--- config.mk ---
export PLATFORM = sky130hd
export DESIGN_NAME = sr_read_seq
export DESIGN_NICKNAME = d
export VERILOG_FILES = /design/src/rtl/sr_read_pkg.sv /design/src/rtl/sr_rst_sync.sv /design/src/rtl/sr_cmd_check.sv /design/src/rtl/sr_seq_fsm.sv /design/src/rtl/sr_pin_drive.sv /design/src/rtl/sr_read_seq.sv
export SDC_FILE = /design/constraint.sdc
export NUM_CORES = 1
export LEC_CHECK = 0
export ABC_AREA = 1
export BUFFER_PORTS_ARGS = -buffer_cell sky130_fd_sc_hd__buf_2
export CORE_MARGIN = 2
export CORE_UTILIZATION = 45
export CTS_CLUSTER_SIZE = 40
export DETAILED_ROUTE_END_ITERATION = 10
export PLACE_DENSITY = 0.82
export REMOVE_ABC_BUFFERS = 1
export SLEW_MARGIN = 15
export SYNTH_ARGS = -nofsm -noshare
export SYNTH_HDL_FRONTEND = slang
export SYNTH_SLANG_ARGS = --single-unit
export TNS_END_PERCENT = 100
--- constraint.sdc ---
create_clock -name clk -period 1.4 [get_ports clk]
set_clock_uncertainty 0.2 [all_clocks]
set_input_delay 0.14 -clock clk [delete_from_list [all_inputs] [get_ports clk]]
set_output_delay 0.14 -clock clk [all_outputs]
set_load 0.03 [all_outputs]
--- src/rtl/sr_read_pkg.sv ---
package sr_read_pkg;

  typedef enum logic [2:0] {
    ST_IDLE,
    ST_HALF,
    ST_GAP1,
    ST_GAP2,
    ST_DRV1,
    ST_DRV2,
    ST_STRB,
    ST_TAIL
  } seq_st_e;

  typedef struct packed {
    logic bus_oe;
    logic resp_oe;
    logic resp;
    logic addr_oe;
    logic strb_oe;
  } pin_plan_t;

  // Pin schedule for the state the sequencer is about to enter.
  function automatic pin_plan_t plan_for(seq_st_e st, logic own);
    pin_plan_t p;
    p = '0;
    if (own) begin
      case (st)
        ST_DRV1: p.bus_oe = 1'b1;
        ST_DRV2: begin
          p.bus_oe  = 1'b1;
          p.resp_oe = 1'b1;
        end
        ST_STRB: begin
          p.bus_oe  = 1'b1;
          p.resp_oe = 1'b1;
          p.resp    = 1'b1;
          p.addr_oe = 1'b1;
          p.strb_oe = 1'b1;
        end
        ST_TAIL: p.resp_oe = 1'b1;
        default: p = '0;
      endcase
    end
    return p;
  endfunction

endpackage

--- src/rtl/sr_rst_sync.sv ---
module sr_rst_sync #(
  parameter int STAGES = 2
) (
  input  logic clk,
  input  logic rst_n,
  output logic rst_sync_n
);

  logic [STAGES-1:0] sync_q;

  generate
    if (STAGES == 1) begin : g_one
      always_ff @(posedge clk or negedge rst_n) begin
        if (!rst_n) sync_q <= '0;
        else        sync_q <= 1'b1;
      end
    end else begin : g_many
      always_ff @(posedge clk or negedge rst_n) begin
        if (!rst_n) sync_q <= '0;
        else        sync_q <= {sync_q[STAGES-2:0], 1'b1};
      end
    end
  endgenerate

  assign rst_sync_n = sync_q[STAGES-1];

endmodule

--- src/rtl/sr_cmd_check.sv ---
module sr_cmd_check #(
  parameter int         ID_W    = 5,
  parameter int         ADDR_W  = 22,
  parameter int         ALO_W   = 20,
  parameter logic [1:0] READ_OP = 2'b00,
  parameter logic [1:0] SEL_VAL = 2'b10,
  localparam int        AHI_W   = ADDR_W - ALO_W
) (
  input  logic              op_vld,
  input  logic [1:0]        op_code,
  input  logic [AHI_W-1:0]  op_ahi,
  input  logic [1:0]        sel_fld,
  input  logic [ID_W-1:0]   id_fld,
  input  logic [ALO_W-1:0]  alo_fld,
  input  logic [ID_W-1:0]   my_id,
  output logic              cmd_ok,
  output logic              id_hit,
  output logic [ADDR_W-1:0] addr
);

  always_comb begin
    cmd_ok = op_vld && (op_code == READ_OP) && (sel_fld == SEL_VAL);
    id_hit = (id_fld == my_id);
    addr   = {op_ahi, alo_fld};
  end

endmodule

--- src/rtl/sr_seq_fsm.sv ---
module sr_seq_fsm
  import sr_read_pkg::*;
#(
  parameter int BUS_W  = 68,
  parameter int ADDR_W = 22
) (
  input  logic              clk,
  input  logic              rst_n,
  input  logic              cmd_ok,
  input  logic              id_hit,
  input  logic [ADDR_W-1:0] addr_in,
  input  logic [BUS_W-1:0]  word_in,
  output seq_st_e           st_nxt_o,
  output logic              own_nxt_o,
  output logic [ADDR_W-1:0] addr_q_o,
  output logic [BUS_W-1:0]  word_q_o
);

  seq_st_e           st_q, st_d;
  logic              own_q, own_d;
  logic              cap_a, cap_b;
  logic [ADDR_W-1:0] addr_q;
  logic [BUS_W-1:0]  word_q;

  always_comb begin
    st_d  = st_q;
    own_d = own_q;
    cap_a = 1'b0;
    cap_b = 1'b0;
    case (st_q)
      ST_IDLE: begin
        own_d = 1'b0;
        if (cmd_ok) begin
          st_d  = ST_HALF;
          own_d = id_hit;
          cap_a = 1'b1;
        end
      end
      ST_HALF: begin
        if (cmd_ok) begin
          st_d  = ST_GAP1;
          cap_b = 1'b1;
        end else begin
          st_d  = ST_IDLE;
          own_d = 1'b0;
        end
      end
      ST_GAP1: st_d = ST_GAP2;
      ST_GAP2: st_d = ST_DRV1;
      ST_DRV1: st_d = ST_DRV2;
      ST_DRV2: st_d = ST_STRB;
      ST_STRB: st_d = ST_TAIL;
      ST_TAIL: begin
        st_d  = ST_IDLE;
        own_d = 1'b0;
      end
      default: begin
        st_d  = ST_IDLE;
        own_d = 1'b0;
      end
    endcase
  end

  always_ff @(posedge clk or negedge rst_n) begin
    if (!rst_n) begin
      st_q  <= ST_IDLE;
      own_q <= 1'b0;
    end else begin
      st_q  <= st_d;
      own_q <= own_d;
    end
  end

  always_ff @(posedge clk) begin
    if (cap_a) addr_q <= addr_in;
  end

  always_ff @(posedge clk) begin
    if (cap_b) word_q <= word_in;
  end

  assign st_nxt_o  = st_d;
  assign own_nxt_o = own_d;
  assign addr_q_o  = addr_q;
  assign word_q_o  = word_q;

endmodule

--- src/rtl/sr_pin_drive.sv ---
module sr_pin_drive
  import sr_read_pkg::*;
(
  input  logic    clk,
  input  logic    rst_n,
  input  seq_st_e st_nxt,
  input  logic    own_nxt,
  output logic    bus_oe,
  output logic    resp,
  output logic    resp_oe,
  output logic    addr_oe,
  output logic    cs_n,
  output logic    cs_oe,
  output logic    wr_oe,
  output logic    latch_n,
  output logic    latch_oe
);

  pin_plan_t plan;

  always_comb plan = plan_for(st_nxt, own_nxt);

  always_ff @(posedge clk or negedge rst_n) begin
    if (!rst_n) begin
      bus_oe   <= 1'b0;
      resp     <= 1'b0;
      resp_oe  <= 1'b0;
      addr_oe  <= 1'b0;
      cs_n     <= 1'b1;
      cs_oe    <= 1'b0;
      wr_oe    <= 1'b0;
      latch_n  <= 1'b1;
      latch_oe <= 1'b0;
    end else begin
      bus_oe   <= plan.bus_oe;
      resp     <= plan.resp;
      resp_oe  <= plan.resp_oe;
      addr_oe  <= plan.addr_oe;
      cs_n     <= !plan.strb_oe;
      cs_oe    <= plan.strb_oe;
      wr_oe    <= plan.strb_oe;
      latch_n  <= !plan.strb_oe;
      latch_oe <= plan.strb_oe;
    end
  end

endmodule

--- src/rtl/sr_read_seq.sv ---
module sr_read_seq
  import sr_read_pkg::*;
#(
  parameter int         BUS_W    = 68,
  parameter int         ADDR_W   = 22,
  parameter int         ID_W     = 5,
  parameter int         OP_W     = 9,
  parameter int         ALO_W    = 20,
  parameter int         SEL_LSB  = 19,
  parameter int         ID_LSB   = 21,
  parameter int         ALO_LSB  = 26,
  parameter int         AHI_LSB  = 7,
  parameter int         SYNC_STG = 2,
  parameter logic [1:0] READ_OP  = 2'b00,
  parameter logic [1:0] SEL_VAL  = 2'b10
) (
  input  logic              clk,
  input  logic              rst_n,
  input  logic [ID_W-1:0]   my_id_i,
  input  logic              op_vld_i,
  input  logic [OP_W-1:0]   op_i,
  input  logic [BUS_W-1:0]  bus_i,
  output logic [BUS_W-1:0]  bus_o,
  output logic              bus_oe_o,
  output logic              resp_o,
  output logic              resp_oe_o,
  output logic [ADDR_W-1:0] ram_addr_o,
  output logic              ram_addr_oe_o,
  output logic              ram_cs_n_o,
  output logic              ram_cs_oe_o,
  output logic              ram_wr_n_o,
  output logic              ram_wr_oe_o,
  output logic              ram_latch_n_o,
  output logic              ram_latch_oe_o
);

  localparam int AHI_W = ADDR_W - ALO_W;

  logic              rst_sync_n;
  logic              cmd_ok;
  logic              id_hit;
  logic [ADDR_W-1:0] addr_cmb;
  seq_st_e           st_nxt;
  logic              own_nxt;
  logic              op_mid_unused;

  assign op_mid_unused = ^op_i[AHI_LSB-1:2];

  sr_rst_sync #(
    .STAGES(SYNC_STG)
  ) rst_sync_i (
    .clk        (clk),
    .rst_n      (rst_n),
    .rst_sync_n (rst_sync_n)
  );

  sr_cmd_check #(
    .ID_W    (ID_W),
    .ADDR_W  (ADDR_W),
    .ALO_W   (ALO_W),
    .READ_OP (READ_OP),
    .SEL_VAL (SEL_VAL)
  ) cmd_check_i (
    .op_vld  (op_vld_i),
    .op_code (op_i[1:0]),
    .op_ahi  (op_i[AHI_LSB +: AHI_W]),
    .sel_fld (bus_i[SEL_LSB +: 2]),
    .id_fld  (bus_i[ID_LSB +: ID_W]),
    .alo_fld (bus_i[ALO_LSB +: ALO_W]),
    .my_id   (my_id_i),
    .cmd_ok  (cmd_ok),
    .id_hit  (id_hit),
    .addr    (addr_cmb)
  );

  sr_seq_fsm #(
    .BUS_W  (BUS_W),
    .ADDR_W (ADDR_W)
  ) seq_fsm_i (
    .clk       (clk),
    .rst_n     (rst_sync_n),
    .cmd_ok    (cmd_ok),
    .id_hit    (id_hit),
    .addr_in   (addr_cmb),
    .word_in   (bus_i),
    .st_nxt_o  (st_nxt),
    .own_nxt_o (own_nxt),
    .addr_q_o  (ram_addr_o),
    .word_q_o  (bus_o)
  );

  sr_pin_drive pin_drive_i (
    .clk      (clk),
    .rst_n    (rst_sync_n),
    .st_nxt   (st_nxt),
    .own_nxt  (own_nxt),
    .bus_oe   (bus_oe_o),
    .resp     (resp_o),
    .resp_oe  (resp_oe_o),
    .addr_oe  (ram_addr_oe_o),
    .cs_n     (ram_cs_n_o),
    .cs_oe    (ram_cs_oe_o),
    .wr_oe    (ram_wr_oe_o),
    .latch_n  (ram_latch_n_o),
    .latch_oe (ram_latch_oe_o)
  );

  assign ram_wr_n_o = 1'b1;

endmodule

Word level (Yosys, flattened, before mapping)
Cells that the tools add are included. W data, S select, Z words.

Bits in registers: 102. Input port bits: 85. Output and inout bits: 100. Logic and storage cells: 44.

Eq/ne operators: 13. Mux-type cells: 13. Reductions and logical operators: 7.

Operators with widths (number): $eq A3 B3 Y1 const B (8); $pmux W3 S8 (1); $mux W1 (7); $eq A3 B2 Y1 const B (2); $mux W3 (2); $reduce_or A3 Y1 (2); $eq A5 B5 Y1 (1); $mux W5 (1); $eq A3 B1 Y1 const B (1); $logic_not A3 Y1 (1); $pmux W1 S3 (1); $eq A2 B2 Y1 const B (1); $logic_and A1 B1 Y1 (2); $logic_not A2 Y1 (1); $mux W2 (1); $logic_not A1 Y1 (1).

Depth between registers and ports, before layout
Word-level depth: 10. Depth in mapped cells: 9. Mapped depth without buffers: 9.

Hierarchy
A second synthesis with hierarchy kept.

Cell total of the unflattened synthesis: 186. Area total of the unflattened synthesis: 3427.0 um^2.

Modules (own cells, without submodules): sr_seq_fsm (times used 1, cells an instance 119, area an instance 2920.3 um^2, sequential area each 2802.7 um^2); sr_cmd_check (times used 1, cells an instance 40, area an instance 251.5 um^2, sequential area each 0.0 um^2); sr_pin_drive (times used 1, cells an instance 22, area an instance 190.2 um^2, sequential area each 101.3 um^2); sr_rst_sync (times used 1, cells an instance 3, area an instance 53.8 um^2, sequential area each 50.0 um^2); sr_read_seq (times used 1, cells an instance 2, area an instance 11.3 um^2, sequential area each 0.0 um^2).

Worst setup path before layout
No wires, ideal clock.

Path kind: reg2reg. Start: register seq_fsm_i.st_q[2]. End: register seq_fsm_i.word_q[0] (netlist: seq_fsm_i.word_q_o[0]), enable pin. Library setup time: 494 ps. Data arrival time: 3494 ps. Required time: 706 ps. Setup slack: -2788 ps. Cell stages (with the launch flop): 4. Path buffers: 0. Period minus slack after synthesis: 4188 ps. Path through: dfrtp_1 > nor2_2 > nand2_1 > nor2_1.

Word-level cells in the longest chain between the ends: 2.

Ends and longest elaborated chain: start: declaration (RTL line sr_seq_fsm.sv:19) `seq_st_e st_q, st_d;`; start signal: assignment (RTL line sr_seq_fsm.sv:69) `st_q <= st_d;`; $eq A3 B1 Y1 (RTL line sr_seq_fsm.sv:30) `case (st_q)`; $mux W1 (RTL line sr_seq_fsm.sv:30); net seq_fsm_i.cap_b (RTL line sr_seq_fsm.sv:21) `logic cap_a, cap_b;`; end signal: assignment (RTL line sr_seq_fsm.sv:79) `if (cap_b) word_q <= word_in;`; end: declaration (RTL line sr_seq_fsm.sv:23) `logic [BUS_W-1:0] word_q;`.

The timed path passes the listed nets, and every way through them passes these cells. A chain may end at the register's enable or synchronous reset.

Worst setup path after layout
Start: register seq_fsm_i.st_q[2]. End: register seq_fsm_i.word_q[15] (netlist: seq_fsm_i.word_q_o[15]), enable pin.

Same word-level chain as after synthesis.

==> results.txt <==
- From synthesis to final layout, the design area changed by 66.9%.
- After detailed routing, the number of vias per cell comes to 4.49.
- Initial antenna violation count: 0
* Post-route setup slack: -0.160 ns
- Setup violations remaining at the end of the flow were counted as 92.
- The cell sitting at the root of the clock tree is a clkbuf_8.
- The final reports fail on hold timing, setup timing.
- Fin crit share: 1.11
- The synthesized netlist occupies a cell area of around 3300 µm².
- Cell type contributing the most total cell area after synthesis: edfxtp_1
- The clock reaches the later pin of the worst-skew pair after roughly 0.35 ns.
- For this run, the number of Yosys warnings is 0.
- Entering global routing, the biggest net connects 22 pins.
- After detailed routing, the number of remaining DRC violations is 0.
- For the final routed database, the setup TNS stands at -11.44 ns.
* Net count of the finished layout: approximately 530
- Registers take 2950 µm².
- Sequence of cells on the critical path: nor2_2 > nand2_2 > nor2_4 > buf_4 > clkbuf_16
* Number of max-slew violations in the final report: 0
- The analysis attributes to cell leakage a power of around 0.0023 µW.
* Die Height: 89.1 µm
- Total area of multi-input combinational cells: slightly below 200 µm²
- The count of endpoints failing hold in the final timing report came to 1.
- The critical path contains buffers and inverters numbering 2 combined.
- Clock-pin slew was measured on the worst setup and hold paths at ~0.090 ns.
* Std cell rows: 31
- In this run the deepest clock path goes through 2 buffers.
* Vias after detailed routing: ~2400
* I/O pin count: 185
- On the worst path, the slowest cell contributes a delay of 0.40 ns.
* Worst setup path category: flip-flop to flip-flop
* Buffers on Ports: roughly 180
* Detailed-route wire length per cell: about 17 µm
- Clock tree synthesis found a total of 100 sinks.
- Maximum VDD drop: roughly 0.67 mV
- Along the worst path, the maximum fanout reaches 10.
* Number of buffers created by CTS: 9
* Delay-heaviest family, CP: flip-flops
- A synthesized cell averages around 20 µm².
- Arrival @ worst endpoint: between 1 and 1.5 ns
- Unrepaired setup endpoints after global routing: yes
* DP Wirelength: between 5000 and 6000 µm
- STA classifies the critical path endpoint as a flip-flop.
- Fmax: around 640 MHz
- Layout cells sized above 1: 0.492
- Clock tree from TritonCTS: yes
* Number of storage elements in the synthesis netlist: 100
- Remaining number of nets flagged by the antenna check after routing: 0
- Hold Crit Class: flip-flop to asynchronous set/reset pin
- The H-tree was split into 3 levels.
- STA puts the critical path data required time at 1.28 ns.
- Unique masters post-synth: 18
- Cell Area, Placed: 4350 µm²
- After the first detailed-routing iteration, the DRC count stood at 159.
- Core footprint: a little over 7000 µm²
- Top cell type's share of synthesized area: 0.829
* Global-route wire length before repair: about 13000 µm
* Final RePlAce weighted congestion: 0.735
- After global routing the overflow that remains totals 0.
* Die width: a little under 90 µm
* Initial cell density of the core: 0.457
* Library cell contributing the largest single delay on the critical path: dfrtp_1
* Number of global-route vias before repair: roughly 2600
- Diode count: 0
- The die covers between 7000 and 8000 µm².
* Power density over cell area: between 900 and 1000 nW/µm²
- Pwr Total: 5310 µW
- The run finished, with violations left.
- Across all hold checks on the routed design, the worst slack comes to -0.00539 ns.
- All-layer global routing usage: 0.224
- Fill cell total of the finished layout: 429
- Max-cap check violation count: 0
- Routed wire length: 9390 µm
- Total iterations of the first detailed-routing run: 4
* Synth Instances: about 160
* Top cells by area in the synthesized netlist: edfxtp_1 83%, dfrtp_1 6.9%, inv_1 2.1%, nand2_1 1.8%, buf_4 1.4%
- Startpoint types: flip-flop
- After routing the design area is 5440 µm².
- For this run, the register share of the synthesized area comes to 0.906.
- Once layout is complete, the utilization of the core stands at 0.763.
- Subtracting the final worst setup slack from the clock period gives 1.56 ns.
==> worst register-to-register path: cells and delay by family (launching register included) <==
family                 cells  cell delay [ns]
flip-flops                 1             0.40
AND/OR/NAND/NOR            3             0.36
buffers and inverters      2             0.32
==> placed cells by master (no fill, tap or decap) <==
cell and instances:
dfrtp_1 9, clkbuf_8 9, nand4_1 3, nand2_2 1, nor2_2 3, buf_12 3
buf_4 10, a21oi_1 1, clkbuf_16 2, edfxtp_1 90, or3_1 1, nor2_1 6
buf_2 176, clkinvlp_4 4, o21bai_1 1, nand3_2 1, buf_8 1, nand3_1 1
buf_16 2, nor2_4 1, clkinv_4 1, nand2_1 15, buf_6 3, dfstp_2 1
a211oi_1 2, inv_8 1, conb_1 2, inv_1 18, xnor2_1 1, clkbuf_1 1
dlygate4sd3_1 75
==> flip-flops by register name, summed over array words and instances, names as in the netlist <==
signal	count
seq_fsm_i.word_q_o	68
seq_fsm_i.addr_q_o	22
seq_fsm_i.st_q	3
rst_sync_i.sync_q	2
pin_drive_i.addr_oe	1
pin_drive_i.bus_oe	1
pin_drive_i.cs_n	1
pin_drive_i.resp_oe	1
seq_fsm_i.own_q	1
==> repair_timing <==
| item | CTS | global route |
|---|---|---|
| buffers inserted | 4 | 0 |
| hold buffers | 75 | 0 |
| setup endpoints to repair | 94 | 94 |
| gates cloned | 2 | 2 |
| endpoints found under the hold margin | 100 | 0 |
| pin swaps | 1 | 1 |
| resized for setup | 10 | 0 |
==> stage by stage <==
step | worst slack [ns] | instances
after global routing | -0.243 | 544
after detailed placement | -0.224 | 445
after CTS | -0.181 | 542
final | -0.160 | 544
after floorplan | -2.79 | 157
after global placement | -0.196 | 445
==> synthesized netlist by cell type, drive strengths merged <==
| master | instances |
|---|---|
| edfxtp | 90 |
| inv | 18 |
| nand2 | 16 |
| nor2 | 10 |
| dfrtp | 9 |
| buf | 7 |
| nand4 | 3 |
| a211oi | 2 |
| nand3 | 2 |
| a21oi | 1 |
| conb | 1 |
| dfstp | 1 |
| o21bai | 1 |
| or3 | 1 |
| xnor2 | 1 |
==> logic make-up (layout without fill, tap and decap cells) <==
group,count (synthesis),in the layout,share of synthesized area
and+or+nand+nor,32,32,0.0437
buffers and inverters,25,306,0.0380
DFF,100,100,0.906
xor gates and xnor gates,1,1,0.00269
other,1,2,0.00115
AOI/OAI and AO/OA,4,4,0.00844
==> worst paths after layout <==
kind / start / to / slack [ns] / cells after the start
max: seq_fsm_i.st_q[2] / seq_fsm_i.word_q_o[15] / -0.16 / 5
min: rst_sync_i.sync_q[1] / pin_drive_i.cs_n / -0.005 / 0
max reg2reg: seq_fsm_i.st_q[2] / seq_fsm_i.word_q_o[15] / -0.16 / 5
min reg2reg: rst_sync_i.sync_q[1] / pin_drive_i.cs_n / -0.005 / 0
max in group asynchronous: rst_sync_i.sync_q[1] / pin_drive_i.addr_oe / 0.24 / 1
min in group clk: my_id_i[3] / seq_fsm_i.own_q / 0.01 / 6
==> area by class of cell <==
type                            instances  area share
Sequential cell                       100       0.543
Timing Repair Buffer                  272       0.353
Multi-Input combinational cell         39      0.0366
Clock buffer                           10      0.0234
Tap cell                               99      0.0228
Inverter                               18      0.0124
Clock inverter                          6     0.00920
==> where the power goes <==
group | total, µW | internal [µW] | switching, µW
Combinational | 369 | 234 | 135
Clock | 1670 | 662 | 1010
Sequential | 3270 | 3260 | 4.13
==> layer usage <==
metal  global-route usage  up-vias  part of all wire
met2                0.428      127              0.56
met1                0.213     1159              0.33
met5                    0        -                 0
li1                     -     1128                 -
met4                0.118        0             0.036
met3               0.0637       31             0.075
(Power assumes the default switching activity.)
